`src/rtl/fbuf_pkg.sv`:
```
package fbuf_pkg;
    typedef enum logic [1:0] {
        K_IDEM = 2'd0,
        K_DDEM = 2'd1,
        K_IAHD = 2'd2,
        K_DAHD = 2'd3
    } job_e;

    typedef struct packed {
        logic byp;
        logic iah;
        logic dah;
    } cfg_t;
endpackage

```
`src/rtl/fbuf_entries.sv`:
```
module fbuf_entries #(
    parameter int AW = 16,
    parameter int DW = 32,
    parameter int N  = 6,
    localparam int IW = $clog2(N)
) (
    input  logic                  clk,
    input  logic                  rst_n,
    input  logic                  flush,
    input  logic [N-1:0]          kill,
    input  logic                  wr_en,
    input  logic [IW-1:0]         wr_idx,
    input  logic [AW-1:0]         wr_tag,
    input  logic [DW-1:0]         wr_dat,
    output logic [N-1:0]          vld,
    output logic [N-1:0][AW-1:0]  tag,
    output logic [N-1:0][DW-1:0]  dat
);
    typedef struct packed {
        logic [N-1:0]         v;
        logic [N-1:0][AW-1:0] t;
        logic [N-1:0][DW-1:0] d;
    } st_t;

    st_t s_d, s_q;

    always_comb begin
        s_d   = s_q;
        s_d.v = s_q.v & ~kill;
        if (wr_en) begin
            s_d.v[wr_idx] = 1'b1;
            s_d.t[wr_idx] = wr_tag;
            s_d.d[wr_idx] = wr_dat;
        end
        if (flush) s_d.v = '0;
    end

    always_ff @(posedge clk) begin
        if (!rst_n) s_q <= '0;
        else        s_q <= s_d;
    end

    assign vld = s_q.v;
    assign tag = s_q.t;
    assign dat = s_q.d;
endmodule

```
`src/rtl/fbuf_match.sv`:
```
module fbuf_match #(
    parameter int AW = 16,
    parameter int DW = 32,
    parameter int N  = 6
) (
    input  logic [N-1:0]          vld,
    input  logic [N-1:0][AW-1:0]  tag,
    input  logic [N-1:0][DW-1:0]  dat,
    input  logic [AW-1:0]         addr,
    output logic                  hit,
    output logic [DW-1:0]         rdata
);
    logic [N-1:0] m;

    for (genvar g = 0; g < N; g++) begin : g_cmp
        assign m[g] = vld[g] && (tag[g] == addr);
    end

    always_comb begin
        rdata = '0;
        for (int k = 0; k < N; k++) begin
            if (m[k]) rdata = rdata | dat[k];
        end
    end

    assign hit = |m;
endmodule

```
`src/rtl/flash_read_buffer.sv`:
```
module flash_read_buffer import fbuf_pkg::*; #(
    parameter int AW     = 16,
    parameter int DW     = 32,
    parameter int NWORDS = 6
) (
    input  logic          clk,
    input  logic          rst_n,
    input  logic          cfg_bypass,
    input  logic          cfg_ifetch_ahead,
    input  logic          cfg_data_ahead,
    input  logic          cfg_wait,
    input  logic          fast_clk,
    input  logic          ins_req,
    input  logic [AW-1:0] ins_addr,
    output logic          ins_ack,
    output logic [DW-1:0] ins_rdata,
    input  logic          dat_req,
    input  logic [AW-1:0] dat_addr,
    output logic          dat_ack,
    output logic [DW-1:0] dat_rdata,
    output logic          mem_rd,
    output logic [AW-1:0] mem_addr,
    input  logic [DW-1:0] mem_rdata
);
    localparam int IW   = $clog2(NWORDS);
    localparam int HALF = NWORDS / 2;
    typedef logic [IW-1:0] idx_t;
    localparam idx_t          LAST    = idx_t'(NWORDS - 1);
    localparam idx_t          HBASE   = idx_t'(HALF);
    localparam idx_t          HLAST   = idx_t'(HALF - 1);
    localparam idx_t          ONE_I   = idx_t'(1);
    localparam logic [AW-1:0] ONE_A   = AW'(1);
    localparam logic [NWORDS-1:0] SLOT0 = NWORDS'(1);
    localparam logic [NWORDS-1:0] SLOT1 = NWORDS'(2);

    typedef struct packed {
        logic          busy;
        job_e          kind;
        logic [AW-1:0] addr;
        cfg_t          cfg;
        idx_t          pi;
        idx_t          pd;
        logic [AW-1:0] nai;
        logic [AW-1:0] nad;
        idx_t          lefti;
        idx_t          leftd;
    } ctl_t;

    ctl_t c_d, c_q;

    cfg_t  cfg_now;
    logic  chg, slow, split;
    logic  hit_i, hit_d, hit_a;
    logic  ahead_i_go, ahead_d_go;
    logic [AW-1:0] ahead_addr;
    logic [DW-1:0] rdata_a;
    logic [NWORDS-1:0]         vld, view_i, view_d, kill;
    logic [NWORDS-1:0][AW-1:0] tag;
    logic [NWORDS-1:0][DW-1:0] dat;
    logic          flush, wr_en, go, done, is_ins;
    idx_t          wr_idx;
    job_e          job;
    logic [AW-1:0] jaddr;

    assign cfg_now    = {cfg_bypass, cfg_ifetch_ahead, cfg_data_ahead};
    assign chg        = (cfg_now != c_q.cfg);
    assign slow       = cfg_wait | fast_clk;
    assign split      = cfg_now.iah & cfg_now.dah;
    assign view_i     = cfg_now.byp ? (vld & SLOT0) : vld;
    assign view_d     = cfg_now.byp ? (vld & SLOT1) : vld;
    assign ahead_i_go = !cfg_now.byp && cfg_now.iah && (c_q.lefti != '0);
    assign ahead_d_go = !cfg_now.byp && cfg_now.dah && (c_q.leftd != '0);
    assign ahead_addr = ahead_i_go ? c_q.nai : c_q.nad;

    fbuf_entries #(.AW(AW), .DW(DW), .N(NWORDS)) i_store (
        .clk(clk), .rst_n(rst_n), .flush(flush), .kill(kill),
        .wr_en(wr_en), .wr_idx(wr_idx), .wr_tag(jaddr), .wr_dat(mem_rdata),
        .vld(vld), .tag(tag), .dat(dat)
    );

    fbuf_match #(.AW(AW), .DW(DW), .N(NWORDS)) i_match_ins (
        .vld(view_i), .tag(tag), .dat(dat), .addr(ins_addr),
        .hit(hit_i), .rdata(ins_rdata)
    );

    fbuf_match #(.AW(AW), .DW(DW), .N(NWORDS)) i_match_dat (
        .vld(view_d), .tag(tag), .dat(dat), .addr(dat_addr),
        .hit(hit_d), .rdata(dat_rdata)
    );

    fbuf_match #(.AW(AW), .DW(DW), .N(NWORDS)) i_match_ahead (
        .vld(vld), .tag(tag), .dat(dat), .addr(ahead_addr),
        .hit(hit_a), .rdata(rdata_a)
    );

    assign ins_ack = ins_req & hit_i;
    assign dat_ack = dat_req & hit_d;

    always_comb begin
        c_d      = c_q;
        c_d.cfg  = cfg_now;
        flush    = 1'b0;
        kill     = '0;
        wr_en    = 1'b0;
        wr_idx   = '0;
        go       = 1'b0;
        done     = 1'b0;
        job      = K_IDEM;
        jaddr    = ins_addr;
        is_ins   = 1'b1;
        if (chg) begin
            flush     = 1'b1;
            c_d.busy  = 1'b0;
            c_d.pi    = '0;
            c_d.pd    = HBASE;
            c_d.lefti = '0;
            c_d.leftd = '0;
        end else begin
            if (cfg_now.byp) begin
                kill[0] = ins_ack;
                kill[1] = dat_ack;
            end
            if (c_q.busy) begin
                go = 1'b1; job = c_q.kind; jaddr = c_q.addr;
            end else if (ins_req && !hit_i) begin
                go = 1'b1; job = K_IDEM; jaddr = ins_addr;
            end else if (dat_req && !hit_d) begin
                go = 1'b1; job = K_DDEM; jaddr = dat_addr;
            end else if (ahead_i_go) begin
                if (hit_a) begin
                    c_d.nai   = c_q.nai + ONE_A;
                    c_d.lefti = c_q.lefti - ONE_I;
                end else begin
                    go = 1'b1; job = K_IAHD; jaddr = c_q.nai;
                end
            end else if (ahead_d_go) begin
                if (hit_a) begin
                    c_d.nad   = c_q.nad + ONE_A;
                    c_d.leftd = c_q.leftd - ONE_I;
                end else begin
                    go = 1'b1; job = K_DAHD; jaddr = c_q.nad;
                end
            end
            done   = go && (c_q.busy || !slow);
            is_ins = (job == K_IDEM) || (job == K_IAHD);
            if (go && !done) begin
                c_d.busy = 1'b1;
                c_d.kind = job;
                c_d.addr = jaddr;
            end
            if (done) begin
                c_d.busy = 1'b0;
                wr_en    = 1'b1;
                if (cfg_now.byp) begin
                    wr_idx = is_ins ? '0 : ONE_I;
                end else if (split && !is_ins) begin
                    wr_idx = c_q.pd;
                    c_d.pd = (c_q.pd == LAST) ? HBASE : c_q.pd + ONE_I;
                end else begin
                    wr_idx = c_q.pi;
                    c_d.pi = (c_q.pi == (split ? HLAST : LAST)) ? '0 : c_q.pi + ONE_I;
                end
                case (job)
                    K_IDEM: if (!cfg_now.byp && cfg_now.iah) begin
                        c_d.nai   = jaddr + ONE_A;
                        c_d.lefti = split ? HLAST : LAST;
                    end
                    K_DDEM: if (!cfg_now.byp && cfg_now.dah) begin
                        c_d.nad   = jaddr + ONE_A;
                        c_d.leftd = split ? HLAST : LAST;
                    end
                    K_IAHD: begin
                        c_d.nai   = c_q.nai + ONE_A;
                        c_d.lefti = c_q.lefti - ONE_I;
                    end
                    default: begin
                        c_d.nad   = c_q.nad + ONE_A;
                        c_d.leftd = c_q.leftd - ONE_I;
                    end
                endcase
            end
        end
    end

    assign mem_rd   = go;
    assign mem_addr = jaddr;

    always_ff @(posedge clk) begin
        if (!rst_n) begin
            c_q       <= '0;
            c_q.kind  <= K_IDEM;
            c_q.pd    <= HBASE;
        end else begin
            c_q <= c_d;
        end
    end

    // Mode change leaves nothing to hit in the following cycle
    assert_flush_R9: assert property (@(posedge clk) disable iff (!rst_n)
        chg |=> (!ins_ack && !dat_ack));

    // A read launched in the high clock range keeps its address for a second cycle
    assert_slow_hold_R4: assert property (@(posedge clk) disable iff (!rst_n)
        (fast_clk && mem_rd && !c_q.busy && !chg)
        |=> (chg || (mem_rd && mem_addr == $past(mem_addr))));

    // Idle memory goes to a pending instruction miss first
    assert_ins_first_R10: assert property (@(posedge clk) disable iff (!rst_n)
        (!c_q.busy && !chg && ins_req && !ins_ack) |-> (mem_rd && mem_addr == ins_addr));

    // A data miss beats any look-ahead read
    assert_demand_first_R10: assert property (@(posedge clk) disable iff (!rst_n)
        (!c_q.busy && !chg && dat_req && !dat_ack && !(ins_req && !ins_ack))
        |-> (mem_rd && mem_addr == dat_addr));

    // Under bypass every array read belongs to a waiting requester
    assert_bypass_demand_R8: assert property (@(posedge clk) disable iff (!rst_n)
        (cfg_bypass && !chg && mem_rd)
        |-> ((ins_req && mem_addr == ins_addr) || (dat_req && mem_addr == dat_addr)));
endmodule

```
`config.mk`:
```
export PLATFORM = sky130hd
export DESIGN_NAME = flash_read_buffer
export DESIGN_NICKNAME = d
export VERILOG_FILES = /design/src/rtl/fbuf_pkg.sv /design/src/rtl/fbuf_entries.sv /design/src/rtl/fbuf_match.sv /design/src/rtl/flash_read_buffer.sv
export SDC_FILE = /design/constraint.sdc
export NUM_CORES = 1
export LEC_CHECK = 0
export BUFFER_PORTS_ARGS = -buffer_cell sky130_fd_sc_hd__buf_4
export CORE_MARGIN = 2
export CORE_UTILIZATION = 53
export CTS_CLUSTER_DIAMETER = 200
export CTS_CLUSTER_SIZE = 8
export DETAILED_ROUTE_END_ITERATION = 7
export GPL_ROUTABILITY_DRIVEN = 0
export GPL_TIMING_DRIVEN = 0
export HOLD_SLACK_MARGIN = 0.05
export PLACE_DENSITY = 0.71
export SYNTH_ARGS = -nofsm -noshare
export SYNTH_HDL_FRONTEND = slang
export SYNTH_HIERARCHICAL = 1
export SYNTH_SLANG_ARGS = --single-unit
```
`constraint.sdc`:
```
create_clock -name clk -period 5.8 [get_ports clk]
set_input_delay 0 -clock clk [delete_from_list [all_inputs] [get_ports clk]]
set_output_delay 0 -clock clk [all_outputs]
set_load 0.005 [all_outputs]
```
==> run summary <==
Global route
* **overall overflow remaining after global route** 0
* **first-pass GRT wire length** 155 mm
* **largest net degree at the start of global routing** 15
* **all-layer global routing usage** 43.4%
* **initial antenna violation count** 2
* **number of global-route vias before repair** 25,731

Timing
* **minimum clock period after layout** 5.79 ns
* **number of slew-limit violations in the final report** 0
* **Final Skew** 0.0383 ns
* **share of the clock period used by the worst path** 99.9%
* **transition time of the tightest slew-check pin** 1.13 ns
* **number of endpoints failing setup at the final stage** 0
* **f_max** 0.173 GHz
* **headroom to the max-slew limit** 24.6%
* **setup slack after layout** 0.00667 ns
* **setup TNS after final layout** 0 ns
* **final hold violations** 0

Hold path
* **min-delay worst type** primary input to register
* **worst hold path depth** 5

Setup path
* **Crit Path Category** register to register
* **launching element type of the critical path** register
* **Max FO, Critical Path** 10
* **worst reg-to-reg setup slack** 0.007 ns
* **worst stage delay on the critical path** 0.53 ns
* **Critical-path top delay cell** sky130_fd_sc_hd__or4_1
* **arrival time worst endpoint** 6.33 ns
* **critical path cell sequence** inv_2, ha_4, nor2b_4, buf_6, nor2_4, buf_4, buf_4, o21ai_0, buf_4, xor2_1, nor3_1, clkbuf_1, a22oi_1, nand4_1, buf_6, nor2_2, nand3_1, a31o_2, or4_1, a21oi_4, or4b_1, clkbuf_1, buf_2, mux2i_1
* **launching element of the worst setup path** c_q[3]
* **path depth of the worst reg2reg path** 24
* **delay-heaviest family, CP** buffers and inverters
* **endpoint class of the critical path** register
* **CP dominant cell by count** sky130_fd_sc_hd__buf_4
* **Crit path required time** 6.34 ns
* **WP depth** 24
* **startpoint of the lowest-slack register-to-register path** c_q[3]
* **combined buffer and inverter count along the critical path** 9

Power
* **pwr/cell area** 213 nW/µm²
* **clock power share** 44.8%
* **worst supply voltage drop on vdd** 0.212 mV
* **Cell Int Power** 4.30 mW
* **leakage power of the design** 11.4 nW
* **sequential share of power** 41.6%
* **Comb pwr share** 13.6%
* **fraction of power spent switching nets** 29.0%
* **switching power summed over all nets** 1.76 mW

Clock tree
* **CTS max path bufs** 3
* **sinks on the clock net** 360
* **TritonCTS clock tree** built
* **CTS Root Buffer Type** sky130_fd_sc_hd__clkbuf_16
* **total number of H-tree levels** 2
* **clock latency on the worst-skew pair** 0.64 ns
* **Inserted Clock Buffers** 50
* **clock transition time at the flip-flop clock pins of the worst setup and hold paths** 0.05 ns

Layout
* **number of inserted diodes** 0
* **synthesis-to-layout area growth** 18.4%
* **Final nets** 3,391
* **ratio of cells with drive above 1 in the final layout** 14.0%
* **post-layout utilization of the core** 63.1%
* **FF/Latch Area** 7210 µm²
* **number of fill cells in the layout** 3,953
* **area of the multi-input gates** 15,000 µm²
* **final standard cell count with taps included and fillers excluded** 3,909

Synth
* **post-synthesis instance area** 24,000 µm²
* **syn_area_per_cell** 7.95 µm²
* **count of yosys warnings during synthesis** 6
* **gate count of the mapped netlist** 3,021

Drt
* **drt first pass iters** 7
* **Residual DRC** 0
* **detailed-route via count** 26,989
* **average wire length per cell after detail routing** 27.2 µm
* **1st-iter DRT viols** 4,682
* **Antenna Violating Nets Remaining** 0
* **number of vias per cell** 6.90
* **overall routed net length** 106 mm

Place
* **HPWL after detailed placement** 74.4 mm
* **count of input and output buffers** 153
* **Setup Slack @ Placement** -1.36 ns
* **total placed cells including tap cells** 3,777

Floorplanning
* **Core Region** 45,100 µm²
* **number of placed I/O pins** 156
* **die area** 47,000 µm²
* **number of placement rows** 78
* **Vert. Die Dim** 217 µm
* **effective utilization at floorplan** 53.3%
* **floorplan die width** 217 µm

Outcome
* **outcome** complete, no violations

Job
* **max capacitance violation total** 0

## power by group through the flow
stage / logic, mW / clock network (mW) / registers, mW
5_1_grt: 0.837 / 2.79 / 2.52
3_3_place_gp: 0.704 / 0 / 2.57
4_1_cts: 0.755 / 2.70 / 2.52
2_1_floorplan: 0.418 / 0 / 2.56
6_report: 0.823 / 2.71 / 2.52
3_5_place_dp: 0.713 / 0 / 2.57
## how the worst min path moves through the flow
| stage | to | startpoint |
|---|---|---|
| after floorplan | mem_addr[11] | ins_addr[11] |
| after global placement | c_q[45] | cfg_ifetch_ahead |
| after detailed placement | c_q[45] | cfg_ifetch_ahead |
| after CTS | i_store/vld[0] | ins_req |
| after global routing | register | ins_addr[11] |
| final | c_q[57] | dat_addr[10] |
## worst register-to-register path: stages (launching register included)
cell and delay (ns):
sky130_fd_sc_hd__dfxtp_2 0.33, sky130_fd_sc_hd__inv_2 0.08, sky130_fd_sc_hd__ha_4 0.13, sky130_fd_sc_hd__nor2b_4 0.15, sky130_fd_sc_hd__buf_6 0.14, sky130_fd_sc_hd__nor2_4 0.05
sky130_fd_sc_hd__buf_4 0.15, sky130_fd_sc_hd__buf_4 0.14, sky130_fd_sc_hd__o21ai_0 0.34, sky130_fd_sc_hd__buf_4 0.30, sky130_fd_sc_hd__xor2_1 0.18, sky130_fd_sc_hd__nor3_1 0.11
sky130_fd_sc_hd__clkbuf_1 0.10, sky130_fd_sc_hd__a22oi_1 0.35, sky130_fd_sc_hd__nand4_1 0.16, sky130_fd_sc_hd__buf_6 0.18, sky130_fd_sc_hd__nor2_2 0.15, sky130_fd_sc_hd__nand3_1 0.25
sky130_fd_sc_hd__a31o_2 0.41, sky130_fd_sc_hd__or4_1 0.54, sky130_fd_sc_hd__a21oi_4 0.25, sky130_fd_sc_hd__or4b_1 0.15, sky130_fd_sc_hd__clkbuf_1 0.37, sky130_fd_sc_hd__buf_2 0.47
sky130_fd_sc_hd__mux2i_1 0.24
## timing repair
| item | in CTS | in global routing |
|---|---|---|
| resized for setup | 56 | 61 |
| setup buffers | 15 | 22 |
| setup endpoints to repair | 350 | 300 |
| pin swaps | 7 | 17 |
| hold buffers | 42 | 0 |
| endpoints found under the hold margin | 210 | 0 |
## layout by cell type, fill, tap and decap left out, drive strengths merged, types with 8 or more instances in the layout
cell / count
nand2: 491
dfxtp: 360
nand4: 54
a211oi: 16
nor3: 39
o221ai: 22
buf: 320
o2111ai: 66
inv: 231
ha: 10
a32oi: 133
nand2b: 24
and3: 13
nand3: 125
nor4: 151
dlygate4sd3: 42
a21oi: 85
o22ai: 8
nor2: 80
nor2b: 18
o21ai: 75
xnor2: 237
a31oi: 15
xor2: 53
and2: 15
mux2i: 289
a22oi: 12
clkbuf: 200
## area by class of cell
| cell class | count | share of cell area [%] |
|---|---|---|
| repair buffers | 235 | 6.64 |
| clock buffers | 51 | 4.49 |
| well taps | 600 | 2.64 |
| multi-input cells | 2154 | 52.7 |
| flip-flops and latches | 360 | 25.3 |
| clock inverters | 2 | 0.176 |
| plain buffers | 276 | 4.93 |
| inverters | 231 | 3.05 |
## layer usage
metal	vias up	part of all wire, %	global-route usage (%)
met3	748	16	13.9
met4	4	8.5	29.9
li1	11311	-	-
met1	12429	36	55.2
met5	-	0.026	1.25
met2	2497	40	62.3
## per-stage QoR
step / hold slack [ns] / area, µm² / power, mW
after detailed placement: 0.321 / 25900 / 3.28
after CTS: 0.0598 / 28000 / 5.97
after global routing: 0.109 / 28400 / 6.15
final: 0.0663 / 28400 / 6.06
after floorplan: 0.101 / 24000 / 2.98
after global placement: 0.314 / 25900 / 3.27
No activity file was read; power rests on OpenSTA's default activity.
